File: src/rtl/ctl_pkg.sv
package ctl_pkg;
   typedef enum logic [3:0] {
      OP_NONE   = 4'd0,
      OP_BEQ    = 4'd1,
      OP_BNE    = 4'd2,
      OP_BGEZ   = 4'd3,
      OP_BGTZ   = 4'd4,
      OP_BLEZ   = 4'd5,
      OP_BLTZ   = 4'd6,
      OP_BGEZAL = 4'd7,
      OP_BLTZAL = 4'd8,
      OP_J      = 4'd9,
      OP_JAL    = 4'd10,
      OP_JR     = 4'd11,
      OP_JALR   = 4'd12
   } ctl_op_e;

   function automatic logic is_branch(input logic [3:0] op);
      return (op >= 4'd1) && (op <= 4'd8);
   endfunction
endpackage

File: src/rtl/ctl_cond.sv
module ctl_cond
   import ctl_pkg::*;
#(
   parameter int XLEN        = 32,
   parameter bit EQ_XOR_TREE = 1'b1
) (
   input  logic [3:0]      op,
   input  logic [XLEN-1:0] a,
   input  logic [XLEN-1:0] b,
   output logic            taken
);
   logic eq;
   logic neg;
   logic zero;

   generate
      if (EQ_XOR_TREE) begin : g_eq_xor
         assign eq = ~|(a ^ b);
      end else begin : g_eq_cmp
         assign eq = (a == b);
      end
   endgenerate

   assign neg  = a[XLEN-1];
   assign zero = ~|a;

   always_comb begin
      unique case (op)
         OP_BEQ:                      taken = eq;
         OP_BNE:                      taken = ~eq;
         OP_BGEZ, OP_BGEZAL:          taken = ~neg;
         OP_BGTZ:                     taken = ~neg & ~zero;
         OP_BLEZ:                     taken = neg | zero;
         OP_BLTZ, OP_BLTZAL:          taken = neg;
         OP_J, OP_JAL, OP_JR, OP_JALR: taken = 1'b1;
         default:                     taken = 1'b0;
      endcase
   end
endmodule

File: src/rtl/ctl_target.sv
module ctl_target
   import ctl_pkg::*;
#(
   parameter int XLEN  = 32,
   parameter int OFF_W = 16,
   parameter int IDX_W = 26
) (
   input  logic [3:0]       op,
   input  logic [XLEN-1:0]  pc,
   input  logic [XLEN-1:0]  a,
   input  logic [OFF_W-1:0] off,
   input  logic [IDX_W-1:0] idx,
   output logic [XLEN-1:0]  target
);
   localparam int RGN_W = XLEN - IDX_W - 2;
   localparam int EXT_W = XLEN - OFF_W - 2;

   generate
      if (RGN_W < 1) begin : g_bad_idx
         $error("ctl_target: IDX_W+2 must be below XLEN");
      end
      if (EXT_W < 0) begin : g_bad_off
         $error("ctl_target: OFF_W+2 must not exceed XLEN");
      end
   endgenerate

   logic [XLEN-1:0] seq_pc;
   logic [XLEN-1:0] disp;
   logic [XLEN-1:0] br_tgt;
   logic [XLEN-1:0] abs_tgt;

   assign seq_pc  = pc + XLEN'(4);
   assign disp    = {{EXT_W{off[OFF_W-1]}}, off, 2'b00};
   assign br_tgt  = seq_pc + disp;
   assign abs_tgt = {pc[XLEN-1 -: RGN_W], idx, 2'b00};

   always_comb begin
      if (is_branch(op))                      target = br_tgt;
      else if (op == OP_J || op == OP_JAL)    target = abs_tgt;
      else if (op == OP_JR || op == OP_JALR)  target = a;
      else                                    target = seq_pc;
   end
endmodule

File: src/rtl/ctl_link.sv
module ctl_link
   import ctl_pkg::*;
#(
   parameter int XLEN     = 32,
   parameter int REG_W    = 5,
   parameter int LINK_REG = 31
) (
   input  logic [3:0]       op,
   input  logic [XLEN-1:0]  pc,
   input  logic [REG_W-1:0] rd,
   output logic             link_en,
   output logic [REG_W-1:0] link_reg,
   output logic [XLEN-1:0]  link_val
);
   generate
      if (LINK_REG >= (1 << REG_W)) begin : g_bad_link
         $error("ctl_link: LINK_REG does not fit in REG_W");
      end
   endgenerate

   assign link_val = pc + XLEN'(8);

   always_comb begin
      link_en  = 1'b0;
      link_reg = REG_W'(LINK_REG);
      unique case (op)
         OP_BGEZAL, OP_BLTZAL, OP_JAL: link_en = 1'b1;
         OP_JALR: begin
            link_en  = 1'b1;
            link_reg = rd;
         end
         default: link_en = 1'b0;
      endcase
   end
endmodule

File: src/rtl/ctl_resolve.sv
module ctl_resolve
   import ctl_pkg::*;
#(
   parameter int XLEN        = 32,
   parameter int OFF_W       = 16,
   parameter int IDX_W       = 26,
   parameter int REG_W       = 5,
   parameter int LINK_REG    = 31,
   parameter bit EQ_XOR_TREE = 1'b1
) (
   input  logic [XLEN-1:0]  pc,
   input  logic [XLEN-1:0]  rs_val,
   input  logic [XLEN-1:0]  rt_val,
   input  logic [OFF_W-1:0] br_disp,
   input  logic [IDX_W-1:0] jump_idx,
   input  logic [REG_W-1:0] rd_idx,
   input  logic [3:0]       op_sel,
   output logic             taken,
   output logic [XLEN-1:0]  target,
   output logic             link_en,
   output logic [REG_W-1:0] link_reg,
   output logic [XLEN-1:0]  link_val
);
   localparam int RGN_W = XLEN - IDX_W - 2;

   ctl_cond #(.XLEN(XLEN), .EQ_XOR_TREE(EQ_XOR_TREE)) u_cond (
      .op(op_sel), .a(rs_val), .b(rt_val), .taken(taken)
   );

   ctl_target #(.XLEN(XLEN), .OFF_W(OFF_W), .IDX_W(IDX_W)) u_tgt (
      .op(op_sel), .pc(pc), .a(rs_val), .off(br_disp), .idx(jump_idx),
      .target(target)
   );

   ctl_link #(.XLEN(XLEN), .REG_W(REG_W), .LINK_REG(LINK_REG)) u_link (
      .op(op_sel), .pc(pc), .rd(rd_idx),
      .link_en(link_en), .link_reg(link_reg), .link_val(link_val)
   );

   always_comb begin
      if (op_sel == OP_NONE || op_sel > OP_JALR) begin
         p_idle_quiet_r1: assert (!taken && !link_en && target == pc + XLEN'(4))
            else $error("idle code produced activity");
      end
      if (op_sel == OP_J || op_sel == OP_JAL) begin
         p_region_keep_r6: assert (taken && target[XLEN-1 -: RGN_W] == pc[XLEN-1 -: RGN_W])
            else $error("absolute jump left its region");
      end
      if (link_en && op_sel != OP_JALR) begin
         p_link_fixed_r7: assert (link_reg == REG_W'(LINK_REG))
            else $error("fixed link register wrong");
      end
      if (link_en) begin
         p_link_skip_r10: assert (link_val - pc == XLEN'(8))
            else $error("link value does not skip the slot");
      end
      if (op_sel == OP_JR || op_sel == OP_JALR) begin
         p_reg_jump_r8: assert (taken && target == rs_val)
            else $error("register jump target wrong");
      end
      if (op_sel == OP_BGEZAL || op_sel == OP_BLTZAL) begin
         p_link_always_r5: assert (link_en)
            else $error("linking branch dropped its link");
      end
   end
endmodule

File: config.mk
export PLATFORM = sky130hd
export DESIGN_NAME = ctl_resolve
export DESIGN_NICKNAME = d
export VERILOG_FILES = /design/src/rtl/ctl_pkg.sv /design/src/rtl/ctl_cond.sv /design/src/rtl/ctl_target.sv /design/src/rtl/ctl_link.sv /design/src/rtl/ctl_resolve.sv
export SDC_FILE = /design/constraint.sdc
export NUM_CORES = 1
export LEC_CHECK = 0
export CORE_MARGIN = 5
export CORE_UTILIZATION = 35
export DETAILED_ROUTE_END_ITERATION = 6
export DONT_BUFFER_PORTS = 1
export PLACE_DENSITY = 0.63
export SKIP_LAST_GASP = 1
export SLEW_MARGIN = 10
export SYNTH_ARGS = -nofsm -noshare
export SYNTH_HDL_FRONTEND = slang
export SYNTH_SLANG_ARGS = --single-unit
export TNS_END_PERCENT = 10
File: constraint.sdc
create_clock -name vclk -period 5.2
set_input_delay 1.04 -clock vclk [all_inputs]
set_output_delay 1.04 -clock vclk [all_outputs]
set_load 0.05 [all_outputs]
# --- Word-level counts from Yosys, hierarchy flattened ---
# Index checks and enable logic that the tools add are counted.
totals:
  latchBits: 0
  in_bits: 147
  mem_bits_ro: 0
  n_memories: 0
  reg_bits: 0
  ramBits: 0
  out_inout_bits: 71
  elab_cells: 38
op_classes:
  div: 0
  n_addsub: 3
  order_cmp: 2
  shift: 0
  n_reduce_logical: 11
  n_bitwise: 4
  n_mux: 6
  n_eq_ne: 12
  n_mul: 0
op_table:
  columns: ["op", "count"]
  rows:
  - ["32-bit 2-to-1 mux", 3]
  - ["32-bit OR reduction", 2]
  - ["32-bit by 3-bit adder with 32-bit output, second input constant", 1]
  - ["32-bit adder", 1]
  - ["32-bit by 4-bit adder with 32-bit output, second input constant", 1]
  - ["32-bit XOR", 1]
  - ["4-bit == test, second input constant", 5]
  - ["4-bit by 3-bit == test with 1-bit output, second input constant", 4]
  - ["4-bit by 2-bit == test with 1-bit output, second input constant", 2]
  - ["4-bit OR reduction", 2]
  - ["1-bit one-hot mux with 7 select lines", 1]
  - ["5-bit 2-to-1 mux", 1]
  - ["4-bit by 1-bit == test with 1-bit output, second input constant", 1]
  - ["4-bit by 1-bit greater-or-equal comparator with 1-bit output, second input constant", 1]
  - ["4-bit less-or-equal comparator, second input constant", 1]
  - ["2-bit OR reduction", 2]
  - ["1-bit logical NOT", 2]
  - ["1-bit logical OR", 2]
  - ["1-bit bitwise AND", 1]
  - ["1-bit logical AND", 1]
  - ["1-bit 2-to-1 mux", 1]
  - ["1-bit NOT", 1]
  - ["1-bit bitwise OR", 1]

# --- Depth between registers and ports, before layout ---
# Gate-level depths: netlist of run 1.
depth:
  word_depth: 5
  mapped_depth: 17
  ltp_nobuf: 16

# --- Hierarchy ---
# Synthesis of run 1 repeated with hierarchy kept, for this count alone.
unflattened:
  cells_unflattened: 595
  hier_area_um2: 4221.5
modules_own_cells:
  columns: ["module", "cells_each", "seq_area_each_um2", "n_inst", "area_each_um2"]
  rows:
  - ["ctl_target", 432, 0.0, 1, 3057.9]
  - ["ctl_link", 93, 0.0, 1, 648.1]
  - ["ctl_cond", 70, 0.0, 1, 515.5]

# --- Least setup slack after synthesis of run 1 ---
# No wires, ideal clock.
synth_timing:
  kind: "input port to output port"
  startpoint: "input pc[11]"
  endpoint: "output target[27]"
  t_required_ns: 4.160
  slack_ns: -0.825
  path_buffers: 2
  t_arrival_ns: 4.985
  path_stages: 15
  path_cell_list: "clkbuf_1 nand2_1 nor4_1 nand2b_1 nor2_1 xor2_1 ha_1 buf_6 a2111oi_4 o21ai_1 o22ai_1 o21ai_1 a211oi_2 a31oi_1 o31ai_1"
synth_via:
  elab_chain_len: 4
  elab_cells_between_ends: 5
  cone_classes: "add/sub (2); mux (3)"
synth_lines:
  columns: ["element", "line", "text"]
  rows:
  - ["from (decl)", "ctl_resolve.sv:11", "input logic [XLEN-1:0] pc,"]
  - ["32-bit by 3-bit adder with 32-bit output *", "ctl_target.sv:32", "assign seq_pc = pc + XLEN'(4);"]
  - ["parallel branches: the longest is 2 deep, another holds 32-bit adder", null, null]
  - ["32-bit 2-to-1 mux *", "ctl_target.sv:38", "if (is_branch(op)) target = br_tgt;"]
  - ["to (decl)", "ctl_resolve.sv:19", "output logic [XLEN-1:0] target,"]
# Every way passes the cells marked *.

# --- Worst setup path in the final report of run 1 ---
layout_timing:
  startpoint: "input pc[3]"
  endpoint: "output target[29]"
# The elaborated chain is that of the path after synthesis.

==> key figures, run 1 <==
Run status
  – Status: finished, violations left
  – Failing checks: negative setup slack

Die
  – Chip Width: 118 µm
  – Initial Util: 0.359
  – IO Pins: 218
  – Die Footprint: ~14000 µm²
  – Core ar.: between 10000 and 15000 µm²
  – Die height: roughly 120 µm
  – Rows: 39

Setup path
  – Maximum fanout along the worst path: 4
  – CP Class: in -> out
  – Crit path required time: between 4000 and 5000 ps
  – Startpoint types: input pin
  – Crit path largest cell delay: approximately 340 ps
  – Crit end category: primary output
  – Critical Path AT: about 4400 ps
  – Critical path startpoint: pc[3]
  – Cell Chain, Critical Path: ha_1, nand4_1, nor4_2, buf_4, nand3_1, xnor2_2, ha_2, a2111oi_4, o21ai_1, o22ai_2, o21ai_2, a211oi_2, a31oi_2, o21a_1, or3_1, a31o_4
  – Slowest stage cell, crit path: a2111oi_4

Synthesis
  – Avg Inst Size Synth: 6.69 µm²
  – Largest area contributor in the netlist: xnor2_1
  – Syn Inst Count: slightly above 600
  – Synth warnings: 0
  – Synth top area cells: xnor2_1 15%, ha_1 11%, xor2_1 8.5%, mux2i_1 6.6%, nand2_1 6.4%
  – Post-Syn Nets: 800
  – Top cell type's share of synthesized area: 0.149
  – Post-synthesis sequential area ratio: 0
  – Yosys cell types: 58
  – Mapped cell area: between 4000 and 5000 µm²

Timing
  – Tcrit/Tclk final: 1.04
  – Fin crit period: 5410 ps
  – Slew HR: 0.230
  – Worst Tran Pin Value: roughly 1100 ps
  – Setup TNS: -788 ps
  – Max Freq: 185 MHz
  – Final hold viol count: 0
  – Final setup viols: 7
  – RSZ-0062 raised after global routing: yes
  – Min setup slack post-route: -210 ps
  – Fin. max-slew vios: 0

Worst hold path
  – Min-delay src: pc[2]
  – Worst Hold Class: in -> out

Power
  – Tot Pwr: between 800 and 900 µW
  – Static Leak: approximately 0.0025 µW
  – Peak VDD IR: 0.113 mV
  – Pwr/cell area: between 150 and 200 nW/µm²

Final layout
  – Nets: approximately 940
  – Area Overhead vs Synth: 37.8%
  – Layout cells sized above 1: 0.291
  – Most common cell after layout, fill and taps aside: buf_4
  – Ant. Diodes: 0
  – Seq_cells: 0
  – Clk_buf instances: 0
  – Most frequent cells in the layout: 170 x buf_4, 67 x nand2_1, 67 x xnor2_1
  – Layout Cells excl Fill: a little under 900
  – # fillers: 1156
  – Register area: 0 µm²
  – Multi-input gate area: around 4000 µm²

Detailed routing
  – Vias: between 5000 and 6000
  – DRT antenna net count: 0
  – First-iteration detailed-routing DRC count: around 330
  – Drt first pass iters: 5
  – DR vias/cell: slightly below 6
  – DR WL/cell: between 20 and 25 µm
  – WL final: between 15000 and 20000 µm
  – DRC: 0

Placement
  – Routability Congestion: 0.961
  – Hpwl dp: between 15000 and 20000 µm
  – Place WS: -373 ps
  – Post-Place Cells: 876
  – PortBufs: 0

GRT
  – Grt total ovfl: 0
  – Vias in the first global route: around 5200
  – Initial antenna violation count: 0
  – Total GRT Usage: 0.254
  – First-pass GRT wire length: a little under 30000 µm
  – Largest net degree at the start of global routing: 29

Clocking
  – Hold_buf cts: 0

Job
  – Max_cap viols: 0
synth_stat cells, types with 2 or more instances:
cell      instances
nand2b_1          6
a21o_1           10
nor3_1           12
o21ai_1           3
buf_6             3
nand2_1          70
nor2_1           60
ha_1             37
o211ai_1          9
a22oi_1           2
xnor2_1          70
xor2_1           40
buf_4             3
nand4_1          30
a31oi_1           5
buf_2             3
nand3_1          14
clkbuf_1         25
o31ai_1           4
o22ai_1           8
a21oi_1          41
o21a_1            7
or3_1             6
o21ai_0          31
and2_1            2
or2_2             2
mux2i_1          27
inv_1            10
o21bai_1          6
nor4_1           20
a211oi_1         22
power by group:
part / switching, µW / total (µW) / internal (µW)
Sequential: 0 / 0 / 0
Clock: 0 / 0 / 0
Combinational: 519 / 860 / 340
Total: 519 / 860 / 340
layout make-up:
cell class / instances / share of cell area
multi-input combinational: 567 / 0.722
timing repair buffer: 175 / 0.240
tap: 143 / 0.0316
inverter: 10 / 0.00662
layer usage:
metal,GRT usage,vias up,wire length (µm)
met5,0,-,0
met4,0.0446,0,417
met3,0.0372,27,1360
met2,0.435,235,8960
met1,0.343,2514,8550
li1,-,2535,-
cells by family (layout without fill, tap and decap cells):
kind of cell,count (synthesis),count (layout),share of synthesized area
AOI/OAI and AO/OA,162,162,0.262
muxes,27,27,0.0657
adders and majority gates,38,38,0.117
xor gates and xnor gates,110,110,0.234
buffers and inverters,48,185,0.0560
and+or+nand+nor,230,230,0.265
worst paths after layout:
| kind | cells after the start | slack [ps] | to |
|---|---|---|---|
| worst min-delay path | 0 | 2080 | link_val[2] |
| worst max-delay path | 16 | -210 | target[29] |
metrics by stage:
step / hold WS (ps) / utilization / area, µm²
2_1_floorplan: 2250 / - / 4170
3_3_place_gp: 2080 / 0.470 / 5390
3_5_place_dp: 2080 / 0.470 / 5390
4_1_cts: 2080 / 0.485 / 5570
5_1_grt: 2080 / 0.494 / 5670
6_report: 2080 / 0.494 / 5670
worst max-delay path: cells and delay by family:
family,cells,cell delay (ps)
and+or+nand+nor,4,790
xor gates and xnor gates,1,190
buffers and inverters,1,160
adders and majority gates,2,390
AOI/OAI and AO/OA,8,1780
timing repair:
| action | 4_1_cts | 5_1_grt |
|---|---|---|
| buffers inserted | 15 | 4 |
| pin swaps | 14 | 15 |
| cloned | 0 | 0 |
| resized for setup | 12 | 17 |
| endpoints found under the hold margin | 0 | 0 |
| endpoints found under the setup margin | 11 | 14 |
Power figures use the tool's default switching activity.
==> run 2, diff against run 1 <==
--- a/config.mk
+++ b/config.mk
@@ -14,5 +14,6 @@
 export SLEW_MARGIN = 10
 export SYNTH_ARGS = -nofsm -noshare
 export SYNTH_HDL_FRONTEND = slang
+export SYNTH_HIERARCHICAL = 1
 export SYNTH_SLANG_ARGS = --single-unit
 export TNS_END_PERCENT = 10
==> key figures, run 2 <==
GRT
  – First-pass GRT wire length: 28600 µm (-2.7%)
  – Vias in the first global route: 5020 (-3.6%)
  – Largest net degree at the start of global routing: 21 (-28%)
  – Total GRT Usage: 0.249 (-0.00539)
  – Grt total ovfl: 0 (unchanged)
  – Initial antenna violation count: 2 (+2)

Detailed routing
  – First-iteration detailed-routing DRC count: 450 (+38%)
  – DRC: 0 (unchanged)
  – DRT antenna net count: 0 (unchanged)
  – Drt first pass iters: 5 (unchanged)
  – DR vias/cell: 6.18 (+4.1%)
  – DR WL/cell: 23.2 µm (+7.9%)
  – Vias: 5165 (-2.7%)
  – WL final: 19400 µm (+0.76%)

Synthesis
  – Mapped cell area: 4220 µm² (+2.6%)
  – Count leader, synth: xnor2_1
  – Top cell type's share of synthesized area: 0.172 (+0.0232)
  – Post-Syn Nets: 781 (-2.4%)
  – Post-synthesis sequential area ratio: 0 (unchanged)
  – Largest area contributor in the netlist: xnor2_1
  – Yosys cell types: 75 (+29%)
  – Syn Inst Count: 595 (-3.3%)
  – Avg Inst Size Synth: 7.10 µm² (+6.1%)
  – Synth warnings: 6 (+6)
  – Synth top cells by count: 83 x xnor2_1, 54 x nand2_1, 40 x nor2_1
  – Synth top area cells: xnor2_1 17%, ha_1 11%, xor2_1 6.8%, nand2_1 4.8%, a21oi_1 4.1%

Placement
  – Post-Place Cells: 822 (-6.2%)
  – Hpwl dp: 16400 µm (+0.24%)
  – Dpl cell area: 5140 µm² (-4.6%)
  – PortBufs: 0 (unchanged)
  – Routability Congestion: 0.955 (-0.67%)

Job
  – Max_cap viols: 0 (unchanged)

Setup path
  – Critical Path AT: 4140 ps (-230 ps)
  – CP bufs+invs: 6 (+5)
  – Crit end category: primary output
  – Setup crit end: target[24]
  – CP Class: in -> out
  – Crit. path cell count: 20 (+4)
  – Maximum fanout along the worst path: 8 (+4)
  – Critical path startpoint: pc[9]
  – Cell Chain, Critical Path: and3_4, and4_4, and3_4, and2_4, nand3_4, xnor2_2, ha_1, a21o_1, o21bai_4, a211oi_2, buf_4, buf_4, buf_4, buf_4, buf_4, nor2_1, o31ai_1, a22o_1, o21ai_1, buf_4
  – Crit path required time: 4160 ps (about the same)
  – Crit-path most repeated cell: buf_4
  – Startpoint types: input pin
  – Top Family by Delay on Critical Path: compound AO/OA/AOI/OAI gates
  – Crit path largest cell delay: 300 ps (-40 ps)
  – Slowest stage cell, crit path: ha_1

Timing
  – Fin crit period: 5180 ps (-234 ps)
  – Slew HR: 0.248 (+0.0184)
  – Final setup viols: 0 (-7)
  – RSZ-0062 raised after global routing: yes
  – Max Freq: 193 MHz (+4.5%)
  – Fin. max-slew vios: 0 (unchanged)
  – Worst Tran Pin Value: 1120 ps (-27.3 ps)
  – Tcrit/Tclk final: 0.995 (-0.0450)
  – Final hold viol count: 0 (unchanged)

Final layout
  – Clk_buf instances: 0 (unchanged)
  – Layout cells sized above 1: 0.266 (-0.0252)
  – # fillers: 1223 (+5.8%)
  – Most frequent cells in the layout: 112 x buf_4, 80 x xnor2_1, 54 x nand2_1
  – Post-route cell area: 5420 µm² (-4.4%)
  – Nets: 876 (-6.7%)
  – Layout Cells excl Fill: 836 (-6.6%)
  – Register area: 0 µm² (unchanged)
  – Most common cell after layout, fill and taps aside: buf_4
  – Seq_cells: 0 (unchanged)
  – Area Overhead vs Synth: 28.4%

Die
  – Chip Width: 120 µm (+1.2%)
  – IO Pins: 218 (unchanged)
  – Rows: 40 (+2.6%)
  – Initial Util: 0.354 (-0.00434)
  – Die Footprint: 14400 µm² (+2.4%)
  – Die height: 120 µm (+1.2%)
  – Core ar.: 11900 µm² (+3.9%)

Power
  – Tot Pwr: 825 µW (-4.1%)
  – Static Leak: 0.00221 µW (-13%)
  – Peak VDD IR: 0.0746 mV (-34%)
  – Pwr/cell area: 152 nW/µm² (+0.35%)

Run status
  – Status: completed

Worst hold path
  – Hold depth: 0 (unchanged)
  – Worst Hold Class: in -> out
==> run 2: cell types whose count changed in the layout (fill, tap and decap cells not counted), sizes merged, moves of 9 or more <==
| cell | before | now |
|---|---|---|
| a211oi | 23 | 6 |
| a21o | 10 | 20 |
| and4 | 0 | 9 |
| buf | 175 | 118 |
| mux2i | 27 | 10 |
| nand2 | 70 | 55 |
| nand3 | 14 | 29 |
| nor2 | 60 | 41 |
| xnor2 | 70 | 84 |
==> run 2: layout make-up <==
cell class / instances / area [µm²] / area share
tap: 147 / 184 / 0.0339
timing repair buffer: 118 / 935 / 0.172
antenna: 1 / 2.50 / 0.000462
multi-input combinational: 559 / 4260 / 0.785
inverter: 11 / 41.3 / 0.00762
==> run 2: kinds of logic after synthesis <==
group                      count (synthesis)  synth area share
xor gates and xnor gates                 117             0.245
AOI/OAI and AO/OA                        160             0.268
muxes                                     11            0.0264
buffers and inverters                     36            0.0388
adders and majority gates                 39             0.117
and+or+nand+nor                          232             0.305
==> run 2: worst min path at each step <==
stage | start | endpoint | slack [ps]
final | pc[1] | link_val[1] | 2080
after floorplan | pc[0] | link_val[0] | 2250
after CTS | pc[1] | link_val[1] | 2080
after global placement | pc[1] | link_val[1] | 2080
after global routing | pc[1] | link_val[1] | 2080
after detailed placement | pc[1] | link_val[1] | 2080
==> run 2: per-stage QoR <==
| stage | hold slack [ps] | TNS (ps) | setup WS [ps] | util |
|---|---|---|---|---|
| after floorplan | 2250 | -1230 | -221 | - |
| after global placement | 2080 | -159 | -88.3 | 0.432 |
| after detailed placement | 2080 | -208 | -97.0 | 0.432 |
| after CTS | 2080 | -5.07 | -5.07 | 0.441 |
| after global routing | 2080 | -696 | -123 | 0.455 |
| final | 2080 | 0 | 24.0 | 0.455 |
==> run 2: timing repair <==
item                                    in CTS  in global routing
pin swaps                                   11                 19
resized for setup                           11                 22
endpoints found under the setup margin       4                 12
gates cloned                                 0                  0
buffers inserted                             8                  5
endpoints found under the hold margin        0                  0
hold buffers                                 0                  0
==> run 2: routing by layer <==
| layer | global-route usage | routed length (µm) |
|---|---|---|
| met1 | 0.309 | 7840 |
| met2 | 0.446 | 9390 |
| met3 | 0.0448 | 1650 |
| met5 | 0 | 23 |
| met4 | 0.0565 | 524 |
==> run 2: report_power, final <==
group | internal [µW] | switching (µW) | total, µW | leakage (µW)
registers | 0 | 0 | 0 | 0
clock network | 0.0000260 | 0 | 0.0000260 | 0.00000000634
logic | 314 | 511 | 825 | 0.00221
==> run 3, diff against run 2 <==
--- a/config.mk
+++ b/config.mk
@@ -9,7 +9,6 @@
 export CORE_UTILIZATION = 35
 export DETAILED_ROUTE_END_ITERATION = 6
 export DONT_BUFFER_PORTS = 1
-export PLACE_DENSITY = 0.63
 export SKIP_LAST_GASP = 1
 export SLEW_MARGIN = 10
 export SYNTH_ARGS = -nofsm -noshare
==> constraint.sdc (replaced) <==
create_clock -name vclk -period 5.2
set_input_delay 1.04 -clock vclk [all_inputs]
set_output_delay 1.04 -clock vclk [all_outputs]
set_load 0.01 [all_outputs]
==> key figures, run 3 (synthesis results as in run 2) <==
Die
  – Die height: 120 µm (unchanged)
  – Rows: 40 (unchanged)
  – Initial Util: 0.354 (unchanged)
  – Core ar.: 11900 µm² (unchanged)
  – Chip Width: 120 µm (unchanged)
  – IO Pins: 218 (unchanged)
  – Die Footprint: 14400 µm² (unchanged)

Detailed routing
  – First-iteration detailed-routing DRC count: 413 (-8.2%)
  – DR WL/cell: 23.1 µm (-0.46%)
  – Vias: 4950 (-4.2%)
  – DRC: 0 (unchanged)
  – WL final: 18300 µm (-5.7%)
  – Drt first pass iters: 6 (+1)
  – DRT antenna net count: 0 (unchanged)
  – DR vias/cell: 6.25 (+1.2%)

Setup path
  – Startpoint types: input pin
  – Crit end category: primary output
  – CP Class: in -> out
  – Crit path required time: 4160 ps (about the same)
  – Maximum fanout along the worst path: 8 (unchanged)
  – Critical Path AT: 4110 ps (-30 ps)

Run status
  – Status: completed

Timing
  – Fin crit period: 5150 ps (-25.1 ps)
  – Final hold viol count: 0 (unchanged)
  – Fin. max-slew vios: 0 (unchanged)
  – RSZ-0062 raised after global routing: yes
  – Slew HR: 0.189 (-0.0590)
  – Worst Tran Pin Value: 1210 ps (+90.7 ps)
  – Max Freq: 194 MHz (+0.49%)
  – Minimum hold slack: 2080 ps (-0.0100 ps)
  – Final setup viols: 0 (unchanged)
  – Tcrit/Tclk final: 0.991 (-0.00482)

Final layout
  – Most common cell after layout, fill and taps aside: xnor2_1
  – # fillers: 1250 (+2.2%)
  – Layout cells sized above 1: 0.211 (-0.0548)
  – Register area: 0 µm² (unchanged)
  – Nets: 832 (-5.0%)
  – Fin util: 0.425 (-0.0298)
  – Seq_cells: 0 (unchanged)
  – Most frequent cells in the layout: 77 x xnor2_1, 74 x buf_4, 54 x nand2_1
  – Multi-input gate area: 4280 µm² (+0.56%)
  – Area Overhead vs Synth: 19.9%
  – Clk_buf instances: 0 (unchanged)

Clocking
  – Hold_buf cts: 0 (unchanged)

GRT
  – Total GRT Usage: 0.234 (-0.0147)
  – Grt total ovfl: 0 (unchanged)
  – First-pass GRT wire length: 27000 µm (-5.6%)
  – Vias in the first global route: 4806 (-4.3%)
  – Largest net degree at the start of global routing: 23 (+9.5%)
  – Initial antenna violation count: 1 (-1)

Worst hold path
  – Min-delay src: pc[1]
  – Worst Hold Path EP: link_val[1]
  – Hold depth: 0 (unchanged)
  – Worst Hold Class: in -> out

Power
  – Static Leak: 0.00200 µW (-9.4%)
  – Pwr/cell area: 108 nW/µm² (-29%)
  – Peak VDD IR: 0.0306 mV (-59%)
  – Tot Pwr: 547 µW (-34%)

Job
  – Max_cap viols: 0 (unchanged)

Placement
  – PortBufs: 0 (unchanged)
  – Routability Congestion: 0.922 (-3.4%)
  – Hpwl dp: 15600 µm (-5.1%)
-- run 3: cell count changes in the layout (fill, tap and decap cells not counted), sizes merged --
cell / previous run / this run
buf: 118 / 74
-- run 3: stage by stage --
stage	TNS [ps]	cell area, µm²	instances	setup slack, ps
after floorplan	0	4220	595	130
after detailed placement	-70.7	4810	785	-64.9
final	0	5060	792	49.0
after global routing	-125	5060	792	-57.3
after CTS	0	4820	785	11.7
after global placement	0	4810	785	29.2
-- run 3: worst max path at each step --
stage	start	endpoint	cells past startpoint
CTS	pc[9]	target[29]	17
floorplan	pc[5]	target[28]	17
finish	pc[9]	target[28]	16
global route	pc[9]	target[28]	16
global placement	pc[5]	target[28]	16
detailed placement	pc[5]	target[28]	16
-- run 3: layout make-up --
type | count | share of cell area
tap | 147 | 0.0363
multi-input combinational | 559 | 0.845
timing repair buffer | 74 | 0.110
antenna | 1 | 0.000494
inverter | 11 | 0.00815
-- run 3: where the power goes --
group	switching, µW	internal (µW)	leakage [µW]
registers	0	0	0
clock network	0	0.0000259	0.00000000634
logic	297	250	0.00200
-- run 3: worst max-delay path, stage by stage --
cell,delay (ps)
and3_4,170
and4_4,200
and3_4,210
and2_4,170
nand3_4,80
xnor2_4,210
ha_4,230
a21o_1,200
o21bai_4,180
a211oi_2,270
o22a_1,230
o311ai_4,130
a2111oi_4,380
nor3_2,80
mux2i_1,150
nand3_1,160
-- run 3: what timing repair did --
action,4_1_cts,5_1_grt
setup endpoints to repair,2,9
resized for setup,2,31
buffers inserted,0,6
pin swaps,2,24
-- run 3: routing by layer --
metal  up-vias  global-route usage  wire, µm
met3        27              0.0419      1540
li1       2339                   -         -
met1      2322               0.293      7530
met4         0              0.0530       464
met5         -                   0         0
met2       262               0.416      8790
